### src/rtl/srate_pkg.sv
package srate_pkg;

    typedef enum logic [2:0] {
        RC_NONE   = 3'b000,
        RC_C48    = 3'b001,
        RC_C441   = 3'b010,
        RC_C32    = 3'b011,
        RC_F48    = 3'b100,
        RC_F441   = 3'b101,
        RC_F44056 = 3'b110,
        RC_F32    = 3'b111
    } rate_code_e;

    typedef enum logic {
        WS_IDLE = 1'b0,
        WS_MEAS = 1'b1
    } win_state_e;

    localparam int NUM_RATES = 4;

    localparam longint unsigned RATE_HZ [NUM_RATES] = '{48000, 44100, 44056, 32000};
    localparam rate_code_e FINE_CODE [NUM_RATES] = '{RC_F48, RC_F441, RC_F44056, RC_F32};
    localparam rate_code_e COARSE_CODE [NUM_RATES] = '{RC_C48, RC_C441, RC_NONE, RC_C32};
    localparam bit HAS_COARSE [NUM_RATES] = '{1'b1, 1'b1, 1'b0, 1'b1};

    typedef struct packed {
        logic [NUM_RATES-1:0] fine;
        logic [NUM_RATES-1:0] coarse;
    } band_hits_t;

    function automatic longint unsigned nominal_count(longint unsigned ref_hz,
                                                      longint unsigned frames,
                                                      longint unsigned rate_hz);
        return (ref_hz * frames + rate_hz / 2) / rate_hz;
    endfunction

    function automatic longint unsigned band_tol(longint unsigned nom, longint unsigned ppm);
        return (nom * ppm) / 64'd1000000;
    endfunction

    function automatic int count_width(longint unsigned ref_hz, longint unsigned frames);
        longint unsigned slowest;
        slowest = RATE_HZ[0];
        for (int i = 1; i < NUM_RATES; i++) begin
            if (RATE_HZ[i] < slowest) slowest = RATE_HZ[i];
        end
        return $clog2(2 * nominal_count(ref_hz, frames, slowest)) + 1;
    endfunction

endpackage

### src/rtl/srate_edge_sync.sv
module srate_edge_sync #(
    parameter int SYNC_STAGES = 2
) (
    input  logic clk,
    input  logic rst,
    input  logic frame_raw,
    input  logic block_raw,
    output logic frame_rise,
    output logic block_flag
);
    localparam int LAST_STAGE = SYNC_STAGES - 1;

    logic [1:0] pipe [SYNC_STAGES];
    logic       frame_prev;

    always_ff @(posedge clk) begin
        if (rst) begin
            for (int s = 0; s < SYNC_STAGES; s++) pipe[s] <= 2'b00;
            frame_prev <= 1'b0;
        end else begin
            pipe[0] <= {block_raw, frame_raw};
            for (int s = 1; s < SYNC_STAGES; s++) pipe[s] <= pipe[s-1];
            frame_prev <= pipe[LAST_STAGE][0];
        end
    end

    assign frame_rise = pipe[LAST_STAGE][0] & ~frame_prev;
    assign block_flag = pipe[LAST_STAGE][1];

endmodule

### src/rtl/srate_window.sv
module srate_window
    import srate_pkg::*;
#(
    parameter int WIN_FRAMES = 128,
    parameter int CNT_W      = 17
) (
    input  logic             clk,
    input  logic             rst,
    input  logic             ref_good,
    input  logic             frame_rise,
    input  logic             block_flag,
    output logic             done,
    output logic [CNT_W-1:0] count
);
    localparam int              FRM_W = (WIN_FRAMES > 2) ? $clog2(WIN_FRAMES) : 1;
    localparam logic [FRM_W-1:0] LAST = FRM_W'(WIN_FRAMES - 1);
    localparam logic [CNT_W-1:0] CMAX = '1;

    win_state_e       state;
    logic [FRM_W-1:0] frames_seen;
    logic [CNT_W-1:0] cycles;
    logic [CNT_W-1:0] cycles_next;
    logic             closing;

    // saturating count so a stalled stream cannot wrap into a band
    assign cycles_next = (cycles == CMAX) ? cycles : cycles + 1'b1;
    assign closing     = frame_rise && (state == WS_MEAS) && (frames_seen == LAST);

    always_ff @(posedge clk) begin
        if (rst) begin
            state       <= WS_IDLE;
            frames_seen <= '0;
            cycles      <= '0;
            done        <= 1'b0;
            count       <= '0;
        end else begin
            done <= 1'b0;
            if (!ref_good) begin
                state       <= WS_IDLE;
                frames_seen <= '0;
            end else begin
                if (state == WS_MEAS) cycles <= cycles_next;
                if (closing) begin
                    done        <= 1'b1;
                    count       <= cycles_next;
                    state       <= WS_IDLE;
                    frames_seen <= '0;
                end else if (frame_rise && state == WS_MEAS) begin
                    frames_seen <= frames_seen + 1'b1;
                end
                // a block start opens a window, or restarts an open one
                if (frame_rise && block_flag) begin
                    state       <= WS_MEAS;
                    cycles      <= '0;
                    frames_seen <= '0;
                end
            end
        end
    end

endmodule

### src/rtl/srate_classify.sv
module srate_classify
    import srate_pkg::*;
#(
    parameter longint unsigned REF_HZ     = 6144000,
    parameter int              WIN_FRAMES = 128,
    parameter longint unsigned FINE_PPM   = 400,
    parameter longint unsigned COARSE_PPM = 40000,
    parameter int              CNT_W      = 17
) (
    input  logic             clk,
    input  logic             rst,
    input  logic             ref_good,
    input  logic             done,
    input  logic [CNT_W-1:0] count,
    output rate_code_e       code,
    output logic             valid
);
    band_hits_t hits;
    rate_code_e next_code;

    for (genvar i = 0; i < NUM_RATES; i++) begin : g_band
        localparam longint unsigned NOM = nominal_count(REF_HZ, WIN_FRAMES, RATE_HZ[i]);
        localparam longint unsigned FT  = band_tol(NOM, FINE_PPM);
        localparam longint unsigned CT  = band_tol(NOM, COARSE_PPM);
        localparam logic [CNT_W-1:0] F_LO = CNT_W'(NOM - FT);
        localparam logic [CNT_W-1:0] F_HI = CNT_W'(NOM + FT);
        localparam logic [CNT_W-1:0] C_LO = CNT_W'(NOM - CT);
        localparam logic [CNT_W-1:0] C_HI = CNT_W'(NOM + CT);

        assign hits.fine[i]   = (count >= F_LO) && (count <= F_HI);
        assign hits.coarse[i] = (count >= C_LO) && (count <= C_HI) && HAS_COARSE[i];
    end

    always_comb begin
        next_code = RC_NONE;
        for (int i = NUM_RATES - 1; i >= 0; i--) begin
            if (hits.coarse[i]) next_code = COARSE_CODE[i];
        end
        // fine bands override any coarse match
        for (int i = NUM_RATES - 1; i >= 0; i--) begin
            if (hits.fine[i]) next_code = FINE_CODE[i];
        end
    end

    always_ff @(posedge clk) begin
        if (rst) begin
            code  <= RC_NONE;
            valid <= 1'b0;
        end else begin
            if (done) code <= next_code;
            if (!ref_good)  valid <= 1'b0;
            else if (done)  valid <= 1'b1;
        end
    end

endmodule

### src/rtl/srate_classifier.sv
module srate_classifier
    import srate_pkg::*;
#(
    parameter longint unsigned REF_HZ      = 6144000,
    parameter int              WIN_FRAMES  = 128,
    parameter longint unsigned FINE_PPM    = 400,
    parameter longint unsigned COARSE_PPM  = 40000,
    parameter int              SYNC_STAGES = 2
) (
    input  logic       clk_ref,
    input  logic       rst,
    input  logic       ref_good,
    input  logic       frame_in,
    input  logic       block_in,
    output logic [2:0] rate_code,
    output logic       rate_valid
);
    localparam int CNT_W = count_width(REF_HZ, WIN_FRAMES);

    logic             frame_rise;
    logic             block_flag;
    logic             win_done;
    logic [CNT_W-1:0] win_count;
    rate_code_e       code_q;

    srate_edge_sync #(
        .SYNC_STAGES(SYNC_STAGES)
    ) u_sync (
        .clk        (clk_ref),
        .rst        (rst),
        .frame_raw  (frame_in),
        .block_raw  (block_in),
        .frame_rise (frame_rise),
        .block_flag (block_flag)
    );

    srate_window #(
        .WIN_FRAMES(WIN_FRAMES),
        .CNT_W     (CNT_W)
    ) u_window (
        .clk        (clk_ref),
        .rst        (rst),
        .ref_good   (ref_good),
        .frame_rise (frame_rise),
        .block_flag (block_flag),
        .done       (win_done),
        .count      (win_count)
    );

    srate_classify #(
        .REF_HZ    (REF_HZ),
        .WIN_FRAMES(WIN_FRAMES),
        .FINE_PPM  (FINE_PPM),
        .COARSE_PPM(COARSE_PPM),
        .CNT_W     (CNT_W)
    ) u_classify (
        .clk      (clk_ref),
        .rst      (rst),
        .ref_good (ref_good),
        .done     (win_done),
        .count    (win_count),
        .code     (code_q),
        .valid    (rate_valid)
    );

    assign rate_code = code_q;

endmodule

### config.mk
export PLATFORM = sky130hd
export DESIGN_NAME = srate_classifier
export DESIGN_NICKNAME = d
export VERILOG_FILES = /design/src/rtl/srate_pkg.sv /design/src/rtl/srate_edge_sync.sv /design/src/rtl/srate_window.sv /design/src/rtl/srate_classify.sv /design/src/rtl/srate_classifier.sv
export SDC_FILE = /design/constraint.sdc
export NUM_CORES = 1
export LEC_CHECK = 0
export BUFFER_PORTS_ARGS = -buffer_cell sky130_fd_sc_hd__buf_2
export CAP_MARGIN = 20
export CORE_AREA = 2 2 106 108
export CTS_CLUSTER_SIZE = 14
export DETAILED_ROUTE_END_ITERATION = 10
export DIE_AREA = 0 0 108 110
export PLACE_DENSITY = 0.52
export SYNTH_ARGS = -nofsm -noshare
export SYNTH_HDL_FRONTEND = slang
export SYNTH_SLANG_ARGS = --single-unit
export TNS_END_PERCENT = 30
### constraint.sdc
create_clock -name clk_ref -period 1.7 [get_ports clk_ref]
set_input_delay 0.51 -clock clk_ref [delete_from_list [all_inputs] [get_ports clk_ref]]
set_output_delay 0.51 -clock clk_ref [all_outputs]
set_load 0.01 [all_outputs]
==> impl_metrics.ini, run 1 <==
[global_route]
overflow = 0
grt_pass1_vias = 2981
grt_max_degree = 28
grt_pass1_wl_um = 14120
antenna_found_initial = 0
grt_use_total_pct = 14.97

[clock_tree]
clk_latency_ns = 0.31
root_buffer = clkbuf_8
cts.sinks = 52
cts_buffer_depth = 2
cts_buffers = 5
hold_buffers = 0
cts_tree = built
cts.reportedPaths.clkPinSlew_ns = 0.11
cts_max_level = 2

[timing]
setup_tns_ns = -0.03369
max-slew-margin-rel_pct = 65.46
rsz0062_at_grt = yes
fin_crit_ns = 1.721
worstMarginPinSlew_ns = 0.5146
skew_ns = 0.01469
drv_slew = 0
fin_ws_ns = -0.02087
fin_crit_sh_pct = 101.2
max_freq_ghz = 0.5811
finalSetupViolCount = 2
finalHoldViolCount = 0

[yosys]
synthCells = 371
syn_nets = 378
synth_top_family_by_area = simple AND/OR/NAND/NOR gates
synth_enable_flop_cells = 0
yosys.area.top_type = dfxtp_1
synth_top_flop_cell = dfxtp_1
synthAdderAreaFrac_pct = 0.7994
synth_top_cell_area_share_pct = 33.25
synth_top_cells_by_count = dfxtp_1, nor2_1, nand2_1
synth.distinct_cells = 73
yosysMostFrequentCell = dfxtp_1
synth_compound_area_share_pct = 22.74
synth_mux_area_share_pct = 0.3197
synthArstFlopShare_pct = 0
yosys_warnings = 0
synth_xor_xnor_area_share_pct = 3.917
synth.top_cells.by_area = dfxtp_1, nor2_1, nand2_1, nand3_1, a21oi_1
synth-simple-area-share_pct = 31.73
syn-cell-area_um2 = 3131
ys_seq_area_share_pct = 33.25
synth_seq_cells = 52
postSynthAreaPerCell_um2 = 8.438

[run]
maxCapViolations = 0

[detailed_routing]
via_count = 3090
firstDrtPassIters = 4
totalWireLength_um = 8926
drc = 0
post_drt_wl_per_cell_um = 15.21
ant_nets = 0
vias_per_cell = 5.264
drtIter0Drc = 184

[cells_and_area]
area_growth_pct = 35.81
fillCellCount = 1071
final_nets = 453
finish.utilization_pct = 39.74
diodes = 0
finish.instance_area_um2 = 4252
drive_above_1_share_pct = 38.70

[placed_design]
port_buffers = 8
place_congestion = 0.8964
placed_area_um2 = 3797
dp_hpwl_um = 6502

[outcome]
violations = negative setup slack
status = complete, but fails checks

[min_path]
hold_class = in2reg

[critical_path]
worst-path-buf-inv = 1
slowest_stage = or4_4
cp.required_ns = 1.93
critical_path_class = reg2reg
critPathTopFamily = compound AO/OA/AOI/OAI gates
critPathArrivalTime_ns = 1.95
end_kind = register
critical-path-max-stage-delay_ns = 0.52
cp-start-kind = register
crit_fanout = 8
crit_chain = buf_4 -> o21a_1 -> or4_4 -> o311a_4 -> a311oi_2

[floorplanning]
rows = 38
initial_core_util_pct = 29.26
die_h_um = 110
die_w_um = 108
ios = 9
coreArea_um2 = 10700
fp.dieArea_um2 = 11880

[power]
p_leak_nw = 1.526
p_per_area_nw_per_um2 = 521.2
peakVddDrop_uv = 338.5
-- logic make-up (layout without fill, tap and decap cells) --
family | Yosys count | after routing
AOI/OAI and AO/OA | 95 | 95
adders and majority gates | 2 | 2
buffers and inverters | 38 | 114
muxes | 1 | 1
xor gates and xnor gates | 14 | 14
DFF | 52 | 52
and+or+nand+nor | 169 | 169
-- through the flow --
stage                     worst slack [ns]  total power, mW  cells  hold slack (ns)
after floorplan                   -0.05834            1.319    371           0.4138
after global placement            -0.06899            1.364    571           0.4163
after detailed placement          -0.09013            1.366    571           0.4231
after CTS                         -0.06920            2.241    582           0.3848
after global routing              -0.07451            2.317    587           0.3987
final                             -0.02087            2.216    587           0.3916
-- path summary, 6_finish.rpt --
path / startpoint / endpoint / slack, ns / cells after the start
setup / recovery: u_window.count[1] / u_classify.code[0] / -0.02 / 5
hold / removal: frame_in / u_sync.pipe[0][0] / 0.39 / 2
setup reg to reg: u_window.count[1] / u_classify.code[0] / -0.02 / 5
hold reg to reg: u_sync.pipe[0][0] / u_sync.pipe[0][2] / 0.45 / 1
-- flip-flops by register name, indices dropped and copies added, names as in the netlist --
register              flops
u_window.state            1
u_sync.frame_prev         1
u_window.frames_seen      7
u_classify.code           3
u_window.cycles          17
u_classify.valid          1
u_window.count           17
u_window.done             1
u_sync.pipe               4
-- layout by cell type (no fill, tap or decap), types with 3 or more instances in the layout --
cell type and instances:
nor4_1 4, nand3_2 3, o21a_1 4, and4_1 4, buf_4 83, buf_12 3, nand4_1 11, a211oi_2 7
dfxtp_4 3, dfxtp_1 39, xnor2_1 7, and3_1 4, buf_6 5, nor2_1 34, nand3_1 16, xor2_1 6
or3_1 5, nand2b_1 3, clkbuf_8 5, o21ai_0 7, o211ai_1 8, nor3_4 4, o311ai_1 3, o31ai_1 4
nor3_1 10, o21ai_1 4, buf_2 8, a211oi_1 7, dfxtp_2 10, nand3b_1 3, nor4_4 3, a31oi_1 4
nor2b_1 11, a21oi_1 17, inv_1 5, nand2_1 26
-- layout make-up --
class	count	area (um^2)	share of cell area, %
Clock buffer	5	68.82	1.619
Multi-Input combinational cell	281	2073	48.76
Tap cell	140	175.2	4.120
Timing Repair Buffer	100	804.5	18.92
Inverter	6	22.52	0.5297
Clock inverter	3	42.54	1.001
Sequential cell	52	1065	25.04
-- metal layers --
layer  part of all wire, %  up-vias  GRT usage (%)  wire length [um]
li1                      -     1544              -                 -
met1                    45     1463          18.63              3986
met2                    49       63          25.38              4387
met3                   3.1       20          2.469               274
met4                   3.1        0          6.960               278
met5                     0        -              0                 0
-- timing repair --
action	in CTS	in global routing
gates cloned	0	1
buffers inserted	3	4
pin swaps	10	30
gates resized for setup	13	51
setup endpoints to repair	22	35
-- power breakdown --
| group | switching (mW) | internal [mW] | total [mW] |
|---|---|---|---|
| sequential | 0.00748 | 1.22 | 1.23 |
| combinational | 0.0618 | 0.0432 | 0.105 |
| clock | 0.442 | 0.437 | 0.879 |
(Power assumes the default switching activity.)
==> inputs of run 2 (changes only) <==
--- a/config.mk
+++ b/config.mk
@@ -11,7 +11,8 @@
 export CTS_CLUSTER_SIZE = 14
 export DETAILED_ROUTE_END_ITERATION = 10
 export DIE_AREA = 0 0 108 110
-export PLACE_DENSITY = 0.52
+export PLACE_DENSITY = 0.5
+export SKIP_LAST_GASP = 1
 export SYNTH_ARGS = -nofsm -noshare
 export SYNTH_HDL_FRONTEND = slang
 export SYNTH_SLANG_ARGS = --single-unit
==> constraint.sdc (replaced) <==
create_clock -name clk_ref -period 1.6 [get_ports clk_ref]
set_input_delay 0.16 -clock clk_ref [delete_from_list [all_inputs] [get_ports clk_ref]]
set_output_delay 0.16 -clock clk_ref [all_outputs]
set_load 0.01 [all_outputs]
==> impl_metrics.ini, run 2 (synthesis gave the netlist of run 1 again) <==
[placed_design]
dp_slack_ns = -0.1731
port_buffers = 8
dp_hpwl_um = 6790
placed_area_um2 = 3882
place_congestion = 0.9179

[global_route]
overflow = 0
antenna_found_initial = 0
grt_pass1_vias = 3091
grt_pass1_wl_um = 15100
grt_use_total_pct = 16.27
grt_max_degree = 21

[detailed_routing]
via_count = 3098
vias_per_cell = 5.155
drtIter0Drc = 162
post_drt_wl_per_cell_um = 15.54
firstDrtPassIters = 4
ant_nets = 0
drc = 0
totalWireLength_um = 9338

[cells_and_area]
drive_above_1_share_pct = 40.35
diodes = 0
most-common-layout-cells = buf_4, nor2_1, dfxtp_1
finish.instance_area_um2 = 4352
final_nets = 467
finish.utilization_pct = 40.68
area_growth_pct = 39.01
top_regs = u_window.count x17, u_window.cycles x17, u_window.frames_seen x7
final_common_cell = buf_4

[critical_path]
r2r-start = u_window.count[13]
crit_start = u_window.count[13]
r2r_slack_ns = -0.18
r2r_end = u_classify.code[0]
cp-start-kind = register
reg2regPathDepth = 5
critPathArrivalTime_ns = 2.01
end_kind = register
critical_path_class = reg2reg
crit_fanout = 2
endpoint = u_classify.code[0]
cp.required_ns = 1.84

[clock_tree]
hold_buffers = 0
cts_buffers = 5
clk_latency_ns = 0.32
cts_tree = built
cts_max_level = 2
root_buffer = clkbuf_8
cts_buffer_depth = 2
cts.sinks = 52
cts.reportedPaths.clkPinSlew_ns = 0.10

[run]
maxCapViolations = 0

[timing]
fin_crit_sh_pct = 111.1
max_freq_ghz = 0.5628
max-slew-margin-rel_pct = 74.16
fin_crit_ns = 1.777
worstMarginPinSlew_ns = 0.3876
finalSetupViolCount = 24
rsz0062_at_grt = yes
fin_ws_ns = -0.1768
finalHoldViolCount = 0
skew_ns = 0.002748
fin_hold_ws_ns = 0.03986
drv_slew = 0

[outcome]
status = complete, but fails checks
violations = negative setup slack

[floorplanning]
ios = 9
fp.dieArea_um2 = 11880
die_w_um = 108
coreArea_um2 = 10700
die_h_um = 110
rows = 38
initial_core_util_pct = 29.26

[min_path]
hold_class = in2reg
min_from = block_in

[power]
peakVddDrop_uv = 351.8
p_per_area_nw_per_um2 = 506.0
p_leak_nw = 1.611
-- run 2: cell count changes in the layout (fill, tap and decap cells not counted), sizes merged --
cell / before / now
bufbuf: 0 / 1
clkbuf: 6 / 5
clkinvlp: 1 / 0
bufinv: 1 / 0
clkinv: 1 / 3
buf: 99 / 113
-- run 2: layer usage --
layer	share of wire [%]	GRT usage [%]
met1	45	19.06
met2	51	29.87
met5	0	0
met4	2.1	6.593
met3	1.9	2.234
-- run 2: report_power, final --
part           total (mW)  internal, mW  switching, mW
clock network       0.781         0.306          0.475
registers            1.31          1.30        0.00869
logic               0.108        0.0435         0.0650
-- run 2: layout make-up --
| cell class | instances | area (um^2) |
|---|---|---|
| Clock inverter | 3 | 18.77 |
| Multi-Input combinational cell | 281 | 2078 |
| Sequential cell | 52 | 1067 |
| Fill cell | 1104 | 6346 |
| Tap cell | 140 | 175.2 |
| Clock buffer | 5 | 68.82 |
| Inverter | 6 | 22.52 |
| Timing Repair Buffer | 114 | 920.9 |
-- run 2: how the worst min path moves through the flow --
stage,endpoint,slack [ns],depth (start not counted)
after floorplan,u_sync.pipe[0][0],0.29,1
after global placement,u_sync.pipe[0][1],0.38,2
after detailed placement,u_sync.pipe[0][1],0.38,2
after CTS,u_sync.pipe[0][1],0.03,2
after global routing,u_sync.pipe[0][1],0.03,2
final,u_sync.pipe[0][1],0.04,2
-- run 2: metrics by stage --
stage | std cells | setup TNS (ns) | power, mW
2_1_floorplan | 371 | -0.1835 | 1.400
3_3_place_gp | 580 | -2.043 | 1.444
3_5_place_dp | 580 | -1.992 | 1.444
4_1_cts | 594 | -2.071 | 2.218
5_1_grt | 601 | -4.180 | 2.287
6_report | 601 | -1.692 | 2.202
-- run 2: critical path, cell delays in order (launching register included) --
cell	delay (ns)
dfxtp_1	0.32
or4b_4	0.57
nor4_4	0.27
o221ai_2	0.17
o311a_4	0.17
a311oi_2	0.20
-- run 2: repair_timing --
item / 4_1_cts / 5_1_grt
resized for setup: 29 / 30
hold endpoints to repair: 0 / 0
pin swaps: 11 / 14
buffers inserted: 4 / 7
setup endpoints to repair: 30 / 34
gates cloned: 2 / 0
==> inputs of run 3 (changes only) <==
--- a/config.mk
+++ b/config.mk
@@ -5,12 +5,12 @@
 export SDC_FILE = /design/constraint.sdc
 export NUM_CORES = 1
 export LEC_CHECK = 0
-export BUFFER_PORTS_ARGS = -buffer_cell sky130_fd_sc_hd__buf_2
 export CAP_MARGIN = 20
 export CORE_AREA = 2 2 106 108
 export CTS_CLUSTER_SIZE = 14
 export DETAILED_ROUTE_END_ITERATION = 10
 export DIE_AREA = 0 0 108 110
+export DONT_BUFFER_PORTS = 1
 export PLACE_DENSITY = 0.5
 export SKIP_LAST_GASP = 1
 export SYNTH_ARGS = -nofsm -noshare
==> impl_metrics.ini, run 3 (synthesis gave the netlist of run 1 again) <==
[critical_path]
critical-path-max-stage-delay_ns = 0.56
critical_path_class = reg2reg
end_kind = register
crit_fanout = 2
cp.required_ns = 1.83
cp-start-kind = register
crit_chain = or4b_4 -> nor4_4 -> o221ai_2 -> o311a_4 -> a311oi_2
r2r-start = u_window.count[13]
critPathArrivalTime_ns = 1.97
slowest_stage = or4b_4
crit_start = u_window.count[13]

[run]
maxCapViolations = 0

[min_path]
min_from = ref_good
hold_class = in2reg

[cells_and_area]
finish.instance_area_um2 = 4202
drive_above_1_share_pct = 35.00
fillCellCount = 1091
final_nets = 446
top_regs = u_window.count x17, u_window.cycles x17, u_window.frames_seen x7
diodes = 0
most-common-layout-cells = buf_4, dfxtp_1, nor2_1
final_common_cell = buf_4
fin_cells = 580
area_growth_pct = 34.21

[placed_design]
dp_cells = 559
place_congestion = 0.9001
dp_slack_ns = -0.1509
port_buffers = 0
dp_hpwl_um = 6503
placed_area_um2 = 3745

[outcome]
violations = negative setup slack
status = complete, but fails checks

[floorplanning]
die_w_um = 108
coreArea_um2 = 10700
ios = 9
rows = 38
initial_core_util_pct = 29.26
fp.dieArea_um2 = 11880
die_h_um = 110

[global_route]
grt_use_total_pct = 15.74
antenna_found_initial = 0
grt_pass1_vias = 2947
met2_usage_pct = 27.31
grt_max_degree = 31
met3_usage_pct = 2.939
overflow = 0
met1_usage_pct = 19.07
grt_pass1_wl_um = 14650
gr-max-usage-layer = met2

[detailed_routing]
post_drt_wl_per_cell_um = 15.60
drc = 0
drtIter0Drc = 288
ant_nets = 0
firstDrtPassIters = 4
via_count = 3027
vias_per_cell = 5.219
totalWireLength_um = 9048

[timing]
fin_ws_ns = -0.1386
rsz0062_at_grt = yes
max_freq_ghz = 0.5752
finalSetupViolCount = 17
skew_ns = 0.009890
worstMarginPinSlew_ns = 0.4132
fin_crit_sh_pct = 108.7
fin_hold_ws_ns = 0.03302
drv_slew = 0
finalHoldViolCount = 0
fin_crit_ns = 1.739
max-slew-margin-rel_pct = 72.10

[power]
power_mw = 2.490
p_per_area_nw_per_um2 = 592.7
peakVddDrop_uv = 457.5
p_leak_nw = 1.466

[clock_tree]
cts.sinks = 52
cts.reportedPaths.clkPinSlew_ns = 0.10
cts_buffers = 5
cts_tree = built
cts_max_level = 2
clk_latency_ns = 0.32
root_buffer = clkbuf_8
cts_buffer_depth = 2
run 3: metrics by stage:
step / utilization, % / TNS [ns]
2_1_floorplan: - / -0.1835
3_3_place_gp: 35.01 / -0.7992
3_5_place_dp: 35.01 / -0.7912
4_1_cts: 37.24 / -0.8544
5_1_grt: 39.27 / -3.615
6_report: 39.27 / -0.7529
run 3: cell type report:
class | instances | area [um^2] | area share, %
multi-input cells | 281 | 2032 | 48.36
flip-flops and latches | 52 | 1059 | 25.19
repair buffers | 93 | 780.7 | 18.58
well taps | 140 | 175.2 | 4.169
clock buffers | 6 | 72.57 | 1.727
clock inverters | 2 | 60.06 | 1.429
inverters | 6 | 22.52 | 0.5360
run 3: path summary, 6_finish.rpt:
| kind | endpoint | slack (ns) | cells after the start |
|---|---|---|---|
| max | u_classify.code[0] | -0.14 | 5 |
| min | u_window.frames_seen[4] | 0.03 | 2 |
| max reg2reg | u_classify.code[0] | -0.14 | 5 |
| min reg2reg | u_sync.pipe[0][2] | 0.45 | 1 |
run 3: per-layer routing:
layer / vias to the layer above / part of all wire (%)
li1: 1531 / -
met4: 0 / 3.0
met2: 58 / 49
met3: 18 / 3.3
met1: 1420 / 44
met5: - / 0
run 3: timing repair:
action	4_1_cts	5_1_grt
cloned	1	1
hold buffers	3	0
buffers inserted	2	6
pin swaps	6	10
endpoints found under the setup margin	28	35
hold endpoints to repair	30	0
gates resized for setup	12	39
run 3: worst max-delay path, delay by kind of cell (launching register included):
kind / cells / cell delay, ns
and+or+nand+nor: 2 / 0.83
AOI/OAI and AO/OA: 3 / 0.50
DFF: 1 / 0.33
run 3: where the power goes:
group          internal (mW)  total (mW)  switching (mW)  leakage, nW
combinational         0.0386      0.0939          0.0553        0.976
clock                  0.626        1.09           0.463       0.0654
sequential              1.30        1.31         0.00647        0.425
total                   1.97        2.49           0.525         1.47
